### config.mk
export PLATFORM = sky130hd
export DESIGN_NAME = mod_divider_top
export DESIGN_NICKNAME = d
export VERILOG_FILES = /design/src/rtl/div_pkg.sv /design/src/rtl/div_count.sv /design/src/rtl/div_decode.sv /design/src/rtl/div_ctrl.sv /design/src/rtl/mod_divider_top.sv
export SDC_FILE = /design/constraint.sdc
export NUM_CORES = 1
export LEC_CHECK = 0
export CORE_MARGIN = 2
export CORE_UTILIZATION = 49
export CTS_BUF_LIST = sky130_fd_sc_hd__clkbuf_4 sky130_fd_sc_hd__clkbuf_8 sky130_fd_sc_hd__clkbuf_16
export DETAILED_ROUTE_END_ITERATION = 12
export PLACE_DENSITY = 0.78
export SKIP_LAST_GASP = 1
export SLEW_MARGIN = 20
export SYNTH_ARGS = -nofsm -noshare
export SYNTH_HDL_FRONTEND = slang
export SYNTH_SLANG_ARGS = --single-unit
### constraint.sdc
create_clock -name clk -period 2.8 [get_ports clk]
set_clock_uncertainty 0.2 [all_clocks]
set_input_delay 0.28 -clock clk [delete_from_list [all_inputs] [get_ports clk]]
set_output_delay 0.28 -clock clk [all_outputs]
set_load 0.1 [all_outputs]
### src/rtl/div_pkg.sv
package div_pkg;
    typedef enum logic [1:0] {
        SEQ_RELOAD = 2'd0,
        SEQ_CLEAR  = 2'd1,
        SEQ_WINDOW = 2'd2
    } seq_mode_t;

    typedef enum logic [1:0] {
        ACT_STEP  = 2'd0,
        ACT_LOAD  = 2'd1,
        ACT_CLEAR = 2'd2
    } ctl_act_t;

    function automatic seq_mode_t sel_to_mode(input logic [1:0] sel);
        seq_mode_t m;
        unique case (sel)
            2'b01:   m = SEQ_CLEAR;
            2'b10:   m = SEQ_WINDOW;
            default: m = SEQ_RELOAD;
        endcase
        return m;
    endfunction
endpackage

### src/rtl/div_count.sv
module div_count #(
    parameter int W = 4
) (
    input  logic         clk,
    input  logic         clr,
    input  logic         ld,
    input  logic         en,
    input  logic [W-1:0] din,
    output logic [W-1:0] q
);
    // Priority: clear over load over count, all on the rising edge.
    always_ff @(posedge clk) begin
        if (clr)
            q <= '0;
        else if (ld)
            q <= din;
        else if (en)
            q <= q + 1'b1;
    end
endmodule

### src/rtl/div_decode.sv
module div_decode #(
    parameter int W = 4,
    localparam int N = 1 << W
) (
    input  logic         clk,
    input  logic         rst,
    input  logic [W-1:0] count,
    output logic [N-1:0] dec
);
    always_ff @(posedge clk) begin
        if (rst)
            dec <= '0;
        else
            dec <= {{(N-1){1'b0}}, 1'b1} << count;
    end

    p_dec_onehot_r6: assert property (@(posedge clk) $onehot0(dec));

    p_dec_lag_r6: assert property (@(posedge clk) disable iff (rst)
        1'b1 |=> dec == ({{(N-1){1'b0}}, 1'b1} << $past(count)));
endmodule

### src/rtl/div_ctrl.sv
module div_ctrl
    import div_pkg::*;
#(
    parameter int W            = 4,
    parameter int RELOAD_START = 5,
    parameter int CLEAR_END    = 10,
    parameter int WINDOW_START = 3,
    parameter int WINDOW_END   = 12
) (
    input  logic         clk,
    input  logic         rst,
    input  logic [1:0]   mode_sel,
    input  logic [W-1:0] count,
    output ctl_act_t     act,
    output logic [W-1:0] load_val,
    output logic         tc
);
    localparam logic [W-1:0] TOP_VAL = {W{1'b1}};
    localparam logic [W-1:0] RLD_V   = W'(RELOAD_START);
    localparam logic [W-1:0] CLR_E   = W'(CLEAR_END);
    localparam logic [W-1:0] WIN_S   = W'(WINDOW_START);
    localparam logic [W-1:0] WIN_E   = W'(WINDOW_END);

    seq_mode_t mode_q;
    seq_mode_t mode_in;
    logic      clear_hit;

    assign mode_in = sel_to_mode(mode_sel);

    // Mode register: captured only under reset.
    always_ff @(posedge clk) begin
        if (rst)
            mode_q <= mode_in;
    end

    // End-of-clear-loop detection; the sparse form relies on 11, 14, 15 never occurring.
    generate
        if (W == 4 && CLEAR_END == 10) begin : g_sparse_end
            assign clear_hit = count[3] & count[1];
        end else begin : g_full_end
            assign clear_hit = (count == CLR_E);
        end
    endgenerate

    always_comb begin
        unique case (mode_q)
            SEQ_RELOAD: tc = (count == TOP_VAL);
            SEQ_CLEAR:  tc = clear_hit;
            SEQ_WINDOW: tc = (count == WIN_E);
            default:    tc = 1'b0;
        endcase
    end

    function automatic logic [W-1:0] first_of(input seq_mode_t m);
        logic [W-1:0] v;
        unique case (m)
            SEQ_CLEAR:  v = '0;
            SEQ_WINDOW: v = WIN_S;
            default:    v = RLD_V;
        endcase
        return v;
    endfunction

    // Action decision: reset -> LOAD; final state -> CLEAR or LOAD; otherwise STEP.
    always_comb begin
        if (rst) begin
            act      = ACT_LOAD;
            load_val = first_of(mode_in);
        end else if (tc) begin
            act      = (mode_q == SEQ_CLEAR) ? ACT_CLEAR : ACT_LOAD;
            load_val = first_of(mode_q);
        end else begin
            act      = ACT_STEP;
            load_val = first_of(mode_q);
        end
    end

    p_step_r2: assert property (@(posedge clk) disable iff (rst)
        !tc |=> count == $past(count) + 1'b1);

    p_clear_wrap_r3: assert property (@(posedge clk) disable iff (rst)
        (tc && mode_q == SEQ_CLEAR) |=> count == '0);

    p_window_range_r4: assert property (@(posedge clk) disable iff (rst)
        (mode_q == SEQ_WINDOW) |-> (count >= WIN_S && count <= WIN_E));

    p_tc_single_r5: assert property (@(posedge clk) disable iff (rst)
        tc |=> !tc);

    p_mode_hold_r7: assert property (@(posedge clk) disable iff (rst)
        1'b1 |=> $stable(mode_q));
endmodule

### src/rtl/mod_divider_top.sv
module mod_divider_top
    import div_pkg::*;
#(
    parameter int W            = 4,
    parameter int RELOAD_START = 5,
    parameter int CLEAR_END    = 10,
    parameter int WINDOW_START = 3,
    parameter int WINDOW_END   = 12,
    localparam int N           = 1 << W
) (
    input  logic         clk,
    input  logic         rst,
    input  logic [1:0]   mode_sel,
    output logic [W-1:0] count,
    output logic         tc,
    output logic [N-1:0] dec
);
    ctl_act_t     act;
    logic [W-1:0] load_val;
    logic         cnt_clr;
    logic         cnt_ld;
    logic         cnt_en;

    div_ctrl #(
        .W(W), .RELOAD_START(RELOAD_START), .CLEAR_END(CLEAR_END),
        .WINDOW_START(WINDOW_START), .WINDOW_END(WINDOW_END)
    ) u_ctrl (
        .clk(clk), .rst(rst), .mode_sel(mode_sel), .count(count),
        .act(act), .load_val(load_val), .tc(tc)
    );

    always_comb begin
        cnt_clr = 1'b0;
        cnt_ld  = 1'b0;
        cnt_en  = 1'b0;
        unique case (act)
            ACT_CLEAR: cnt_clr = 1'b1;
            ACT_LOAD:  cnt_ld  = 1'b1;
            ACT_STEP:  cnt_en  = 1'b1;
            default:   cnt_en  = 1'b0;
        endcase
    end

    div_count #(.W(W)) u_count (
        .clk(clk), .clr(cnt_clr), .ld(cnt_ld), .en(cnt_en),
        .din(load_val), .q(count)
    );

    div_decode #(.W(W)) u_decode (
        .clk(clk), .rst(rst), .count(count), .dec(dec)
    );
endmodule

==> results of run 1 <==
==> critical path, stage by stage (launching register included) <==
cell and delay, ns:
sky130_fd_sc_hd__edfxtp_1 0.42, sky130_fd_sc_hd__inv_1 0.10, sky130_fd_sc_hd__ha_1 0.22, sky130_fd_sc_hd__nand4b_1 0.18
sky130_fd_sc_hd__o211a_1 0.28, sky130_fd_sc_hd__nor3_4 0.27, sky130_fd_sc_hd__buf_12 0.21
==> flip-flops by register name, summed over array words and instances (netlist names) <==
register and flops:
u_ctrl.mode_q 2, u_decode.dec 16, u_count.q 4
==> cells by family (layout without fill, tap and decap cells) <==
kind of cell | count (synthesis) | in the layout | synth area share, %
AOI/OAI and AO/OA | 8 | 8 | 7.32
adders and majority gates | 15 | 15 | 20.3
buffers and inverters | 12 | 38 | 5.28
DFF | 22 | 22 | 49.9
muxes | 2 | 2 | 2.30
and+or+nand+nor | 29 | 29 | 14.9
==> metrics by stage <==
stage | power [mW] | hold WS (ns) | cells | instance area (sq um) | utilization, %
6_report | 0.815 | 0.375 | 139 | 1190 | 68.5
5_1_grt | 0.856 | 0.407 | 139 | 1190 | 68.5
4_1_cts | 0.821 | 0.373 | 139 | 1190 | 68.5
3_5_place_dp | 0.657 | 0.356 | 135 | 1160 | 66.4
3_3_place_gp | 0.655 | 0.348 | 135 | 1160 | 66.4
2_1_floorplan | 0.600 | 0.192 | 88 | 938 | -
==> synthesized netlist by cell type (all sizes together) <==
| cell type | n | area share (%) |
|---|---|---|
| a21oi | 1 | 0.54 |
| and2 | 2 | 1.4 |
| and3 | 2 | 1.4 |
| buf | 1 | 0.81 |
| clkbuf | 1 | 0.41 |
| dfxtp | 20 | 43 |
| edfxtp | 2 | 6.5 |
| ha | 15 | 20 |
| inv | 10 | 4.1 |
| mux2 | 1 | 1.2 |
| mux2i | 1 | 1.1 |
| nand2 | 7 | 2.8 |
| nand3 | 1 | 0.54 |
| nand4b | 1 | 0.95 |
| nand4bb | 1 | 1.2 |
| nor2 | 11 | 4.5 |
| nor3 | 4 | 2.2 |
| o211a | 1 | 1.1 |
| o211ai | 1 | 0.81 |
| o31ai | 1 | 0.81 |
| o32ai | 3 | 2.8 |
| o41a | 1 | 1.2 |
==> power by group through the flow <==
stage	clock (mW)	sequential [mW]	combinational (mW)
after CTS	0.170	0.373	0.278
after global placement	0	0.378	0.277
final	0.166	0.373	0.277
after global routing	0.185	0.378	0.293
after detailed placement	0	0.380	0.277
after floorplan	0	0.520	0.0792
==> layout make-up <==
| class | count | area share (%) |
|---|---|---|
| Inverter | 10 | 3.14 |
| Sequential cell | 22 | 38.8 |
| Clock buffer | 4 | 3.04 |
| Timing Repair Buffer | 24 | 16.8 |
| Tap cell | 25 | 2.62 |
| Multi-Input combinational cell | 54 | 35.6 |
==> cells in the final DEF (no fill, tap or decap) <==
cell type	n
sky130_fd_sc_hd__a21oi_1	1
sky130_fd_sc_hd__and2_1	2
sky130_fd_sc_hd__and3_1	2
sky130_fd_sc_hd__buf_12	1
sky130_fd_sc_hd__buf_4	20
sky130_fd_sc_hd__clkbuf_4	3
sky130_fd_sc_hd__clkbuf_8	1
sky130_fd_sc_hd__clkdlybuf4s50_1	3
sky130_fd_sc_hd__dfxtp_1	17
sky130_fd_sc_hd__dfxtp_2	3
sky130_fd_sc_hd__edfxtp_1	2
sky130_fd_sc_hd__ha_1	15
sky130_fd_sc_hd__inv_1	10
sky130_fd_sc_hd__mux2_2	1
sky130_fd_sc_hd__mux2i_1	1
sky130_fd_sc_hd__nand2_1	7
sky130_fd_sc_hd__nand3_1	1
sky130_fd_sc_hd__nand4b_1	1
sky130_fd_sc_hd__nand4bb_1	1
sky130_fd_sc_hd__nor2_1	11
sky130_fd_sc_hd__nor3_1	3
sky130_fd_sc_hd__nor3_4	1
sky130_fd_sc_hd__o211a_1	1
sky130_fd_sc_hd__o211ai_1	1
sky130_fd_sc_hd__o31ai_1	1
sky130_fd_sc_hd__o32ai_1	3
sky130_fd_sc_hd__o41a_1	1
==> per-layer routing <==
metal,vias up,global-route usage (%),part of all wire (%)
li1,348,-,-
met1,292,18.5,42
met5,-,0,0
met3,2,3.40,4.8
met2,17,28.1,52
met4,0,8.33,0.39
==> worst max path at each step <==
stage	from	to	slack (ns)	cells after the start
after floorplan	u_count.q[3]	u_count.q[0]	0.07	3
after global placement	u_ctrl.mode_q[0]	tc	0.74	6
after detailed placement	u_ctrl.mode_q[0]	tc	0.67	6
after CTS	u_ctrl.mode_q[0]	tc	0.33	6
after global routing	u_ctrl.mode_q[0]	tc	0.23	6
final	u_ctrl.mode_q[0]	tc	0.35	6
==> run summary, run 1 <==
After filler insertion, the fill cell instance count of the layout stands at 153. The initial antenna violation count is 0, and the clock slew seen by the registers of the worst setup and hold paths is 0.11 ns. Placement row count: 15.

Summing the sequential cell areas from Yosys gives 49.9% of the chip area. The shortest period the worst path allows is 2.45 ns. The logs give 923 sq um for the combined area of all synthesized cells and 71.8% for the headroom to the max-slew limit. The critical path start-end classification was register to output port. The count of nets after finishing came out at 134.

Hold repair after CTS inserted 0 buffers. Port buffering added 24 buffers. The critical path data required time is 2.32 ns. The slack of the critical path is 0.350 ns, and the count of antenna diodes in the layout is 0. For the total count of max-transition violations in the final report, the log shows 0. The worst setup path is launched from a register. The tools report the synthesized netlist cell count as 88. The per-instance average area after synthesis is 10.5 sq um, and the cell count of the worst reg-to-reg path is 6.

Launch point of the worst reg-to-reg path: u_ctrl.mode_q[0]. Net switching is 40.4% of the power. The tools report the area used by multi-input combinational logic as 425 sq um. Registers take 464 sq um. The insertion delay to the later sink of the worst-skew pair was 0.30 ns; the vias after detailed routing was 659.

Sort of element at the end of the critical path: an output port. The pin count of the biggest net entering global routing came out at 13. After layout, the worst path uses 87.5% of the clock period.

The worst reg2reg path endpoint was u_count.q[1]. The die is 47.4 um tall. The logs give 0 for the number of warnings printed during yosys synthesis and 33.9% for the share of power burned in combinational logic. Global routing used 16.1% of the available tracks across all layers. CTS saw 22 sinks.

The logs give 2 for the worst-case clock buffer depth and 45.7% for the part of the total power dissipated in sequential elements. Based on the critical path, the design can be clocked at up to 408 MHz. In the routed design, unresolved DRC markers number 0. The floorplan step defined a die boundary enclosing 2250 sq um. The fraction of final layout cells with drive strength greater than 1 was 26.3%; the count of buffers added by post-CTS timing repair for setup was 0.

Type of the tightest min-delay check: register to register. The count of state elements after synthesis is 22. The run gives 593 as the via count of the first global-routing pass.

Measured along the x axis, the die boundary spans 47.4 um. VDD sags by at most 0.000411 V. The floorplan step defined a core boundary enclosing 1750 sq um. Hold violation total from the final report: 0. TritonCTS built the clock tree. The endpoint arrival time on the critical path was 1.97 ns; the highest net fanout along the worst path was 4. The first global-routing pass estimated 2.48 mm of wire. Setup repair after global routing left no endpoint under its margin. The H-tree depth is 1, and the final weighted congestion in routability-driven placement is 0.796. Setup violations remaining at the end of the flow were counted as 0. Layout overhead on the synthesized area: 29.4%. After detailed routing, the number of vias per cell comes to 4.74. After routing, the total negative slack on setup checks comes to 0 ns.

The logs give 5 for the number of design-rule violations left by the first detailed-router iteration and 0.574 nW for the static leakage. Across the run, the number of max-cap violations was 0. The path with the worst hold slack has its endpoint at u_decode.dec[0]. At the placement stage, the worst setup path has a slack of 0.671 ns.

For the starting density of the core, the log shows 52.9%. The total length of routed wires came out at 1.53 mm. The run finished with clean final reports. The number of cells on the worst hold path is 1, and the synthesized netlist net count is 107.

The first detailed-routing pass took 4 iterations. The logs give 20.4% for the proportion of power drawn by the clock network and 22 for the number of distinct library cell variants in the gate-level netlist after synthesis. In this run, CTS created clock tree buffers numbering 3.

In this run the register-to-register setup slack is 0.82 ns. In this run, post-CTS repair resized a total of 0 instances. The routed length per placed instance was 11.0 um; the cell area power density was 682 nW/um^2. The startpoint identified for the worst hold timing path is u_count.q[2]. For this design the total switching power over the nets is 0.329 mW.

The count of boundary I/O pins was 25. The total overflow left after global routing is 0. The root buffer cell chosen for the clock tree is sky130_fd_sc_hd__clkbuf_4. The cell internal power dissipation is 0.486 mW, and the detailed-placement wirelength estimate is 1.22 mm. Pin slew with the least headroom to its limit: 0.422 ns. In this run the remaining antenna-violating nets after routing total 0.
(Power assumes the default switching activity.)
==> run 2: changes to the inputs <==
--- a/config.mk
+++ b/config.mk
@@ -5,11 +5,13 @@
 export SDC_FILE = /design/constraint.sdc
 export NUM_CORES = 1
 export LEC_CHECK = 0
+export CAP_MARGIN = 10
 export CORE_MARGIN = 2
 export CORE_UTILIZATION = 49
 export CTS_BUF_LIST = sky130_fd_sc_hd__clkbuf_4 sky130_fd_sc_hd__clkbuf_8 sky130_fd_sc_hd__clkbuf_16
 export DETAILED_ROUTE_END_ITERATION = 12
-export PLACE_DENSITY = 0.78
+export PLACE_DENSITY = 0.86
+export REMOVE_ABC_BUFFERS = 1
 export SKIP_LAST_GASP = 1
 export SLEW_MARGIN = 20
 export SYNTH_ARGS = -nofsm -noshare
==> run 2 against run 1 <==
Maximum frequency grew 0.73%. Hold slack better by 0.054 ns. Core utilization is 0.21 points higher. Register-to-register slack about the same. Critical path depth increased by 1. Critical path type unchanged. Setup slack improved by 0.018 ns. Cell count up 0.72%. Critical endpoint unchanged. Count of clock-buffer cells in the layout did not move.
==> run summary, run 2 (synthesized netlist as in run 1, its figures left out) <==
The flow ran to the end, and the final reports show no timing, DRC or antenna violations. The pre-CTS worst setup slack was 0.733 ns (+0.0626 ns); the via count of the first global-routing pass was 651 (+9.8%). The endpoint arrival time on the critical path is 1.95 ns (-0.02 ns). For the final weighted congestion in routability-driven placement, the log shows 0.775 (-2.6%). Worst reg2reg path endpoint: u_count.q[1].

The count of nets after finishing is 135 (+0.75%), and the insertion delay to the later sink of the worst-skew pair is 0.31 ns (about the same). The tools report the sort of element at the end of the critical path as an output port. The number of filler cells placed in the layout came out at 128 (-16%). For the total count of max-transition violations in the final report, the log shows 0 (unchanged). Following the worst setup path forward leads to its endpoint at tc.

The count of buffers from port buffering is 24 (unchanged). For the all-layer global routing usage, the log shows 17.2% (+1.1 points). First-pass iteration count of the detailed router: 4 (unchanged). The total length of routed wires is 1.67 mm (+8.9%).

The type of the tightest min-delay check is register to register. Setup repair after global routing left no endpoint under its margin. For the headroom to the max-slew limit, the log shows 71.2% (-0.61 points).

The tools report the launch point of the worst reg-to-reg path as u_ctrl.mode_q[0]. The critical path's largest stage delay is 0.42 ns (about the same). The count of boundary I/O pins is 25 (unchanged). The run gives 1200 sq um (+0.31%) as the post-route cell area.

For the highest achievable clock rate, the log shows 411 MHz (+0.73%). The starting density of the core is 52.9% (unchanged). The number of flip-flops under the largest register name came out at 16 (unchanged). The logs give 1 (unchanged) for the H-tree depth and 0 (unchanged) for the hold violation total from the final report. The logs give 3 (unchanged) for the number of buffers created by CTS and 2 (unchanged) for the worst-case clock buffer depth.

The tools report the hold buffer count at CTS as 0 (unchanged). The critical path goes through inv_1 -> ha_1 -> nand4b_1 -> o211a_1 -> nor3_1 -> buf_4 -> buf_12. The initial antenna violation count is 0 (unchanged), and the die outline height is 47.4 um (unchanged). The run gives 68.7% (+0.21 points) as the final core area utilization. The remaining antenna violation count was 0 (unchanged); the total of cells resized after clock tree synthesis was 0 (unchanged).

The slack of the critical path is 0.367 ns (+0.0177 ns). Ranked by flip-flop count, first place goes to u_decode.dec. The logs give 1750 sq um (unchanged) for the standard cell core area and 0 (unchanged) for the setup-violating endpoint count in the final report. TritonCTS built the clock tree.

The tools report the count of antenna diodes in the layout as 0 (unchanged). The max-cap check violation count was 0 (unchanged); the instance area at placement was 1150 sq um (-0.65%). Clock slew seen by the registers of the worst setup and hold paths: 0.13 ns (+0.02 ns). The setup TNS after final layout is 0 ns (unchanged).

The logs give 140 (+0.72%) for the post-route non-filler standard cell count and 15 (unchanged) for the placement row count. The mean number of vias per cell was 5.14 (+8.5%). The setup slack on the worst flop-to-flop path was 0.83 ns (about the same). First element of the critical path: u_ctrl.mode_q[0]. The run gives 0 (unchanged) as the residual overflow from global routing.

Relative to the synthesized area, the layout overhead comes to 29.8%. Leaving out fill and tap cells, the most frequent cell in the layout is sky130_fd_sc_hd__buf_4. The fraction of final layout cells with drive strength greater than 1 was 23.5% (-2.8 points). For the DRC violations left, the log shows 0 (unchanged). The run gives 720 (+9.3%) as the vias after detailed routing.

The highest net fanout along the worst path works out to 4 (unchanged). The clock root buffer master is sky130_fd_sc_hd__clkbuf_4. The run gives 0.578 nW (+0.78%) as the static leakage. For the total placed cells including tap cells, the log shows 136 (+0.74%).

The routed length per placed instance was 11.9 um (+8.1%); the shortest period the worst path allows was 2.43 ns (-0.0177 ns). The logs give 0 (unchanged) for the count of buffers added by post-CTS timing repair for setup and 2.65 mm (+6.9%) for the wire length of the first global-routing pass. In the final layout, the registers with the most flip-flops are u_decode.dec x16, u_count.q x4, u_ctrl.mode_q x2.

The power after layout is 0.854 mW (+4.7%), and the number of clock sinks is 22 (unchanged). The die span in x was 47.4 um (unchanged). STA classifies the critical path startpoint as a register.

The post-route fraction of the period consumed by the critical path came out at 86.9% (-0.63 points). The logs give 0.000454 V (+10%) for the worst vdd rail ir drop and 1.31 mm (+7.4%) for the detailed-placement wirelength estimate. The tools report the pin count of the biggest net entering global routing as 14 (+1).

The area of the die came out at 2250 sq um (unchanged). In the layout the commonest cells are sky130_fd_sc_hd__buf_4 (21), sky130_fd_sc_hd__dfxtp_1 (20), sky130_fd_sc_hd__ha_1 (15). The number of cells on the worst hold path was 2 (+1). For the area used by multi-input combinational logic, the log shows 414 sq um (-2.6%).

The cell count of the worst reg-to-reg path was 6 (unchanged). The critical path start-end classification was register to output port. The critical path data required time was 2.32 ns (about the same). The final worst hold slack was 0.429 ns (+0.0537 ns). The pin slew with the least headroom to its limit works out to 0.431 ns (+0.00910 ns). The tools report the area occupied by registers as 460 sq um (-0.81%). Slowest cell on the critical path: sky130_fd_sc_hd__edfxtp_1. The cell area power density works out to 712 nW/um^2 (+4.4%). The number of design-rule violations left by the first detailed-router iteration was 32 (+27).
-- run 2: layout make-up --
| class | count | share of cell area [%] |
|---|---|---|
| clock buffers | 4 | 3.97 |
| flip-flops and latches | 22 | 38.4 |
| inverters | 10 | 3.13 |
| repair buffers | 25 | 17.3 |
| multi-input cells | 54 | 34.6 |
| well taps | 25 | 2.61 |
-- run 2: how the worst min path moves through the flow --
| stage | startpoint | to | slack, ns |
|---|---|---|---|
| after global placement | u_count.q[3] | u_decode.dec[8] | 0.39 |
| after detailed placement | u_count.q[3] | u_decode.dec[10] | 0.40 |
| after CTS | u_count.q[3] | u_decode.dec[14] | 0.42 |
| after floorplan | rst | u_count.q[3] | 0.18 |
| after global routing | u_count.q[3] | u_decode.dec[10] | 0.45 |
| final | u_count.q[0] | u_count.q[3] | 0.43 |
-- run 2: per-layer routing --
layer | vias up | global-route usage (%) | part of all wire [%]
li1 | 345 | - | -
met1 | 334 | 19.9 | 41
met2 | 35 | 28.1 | 48
met3 | 6 | 4.53 | 7.7
met4 | 0 | 11.1 | 2.9
met5 | - | 0 | 0
-- run 2: critical path: cells and delay by family (launching register included) --
| family | cells | cell delay, ns |
|---|---|---|
| AND/OR/NAND/NOR | 2 | 0.31 |
| buffers and inverters | 3 | 0.44 |
| AO/OA/AOI/OAI | 1 | 0.25 |
| adder cells (fa/ha/maj) | 1 | 0.22 |
| flip-flops | 1 | 0.42 |
-- run 2: power breakdown --
group	switching (mW)	internal (mW)
Sequential	0.0301	0.341
Combinational	0.213	0.0639
Clock	0.0971	0.109
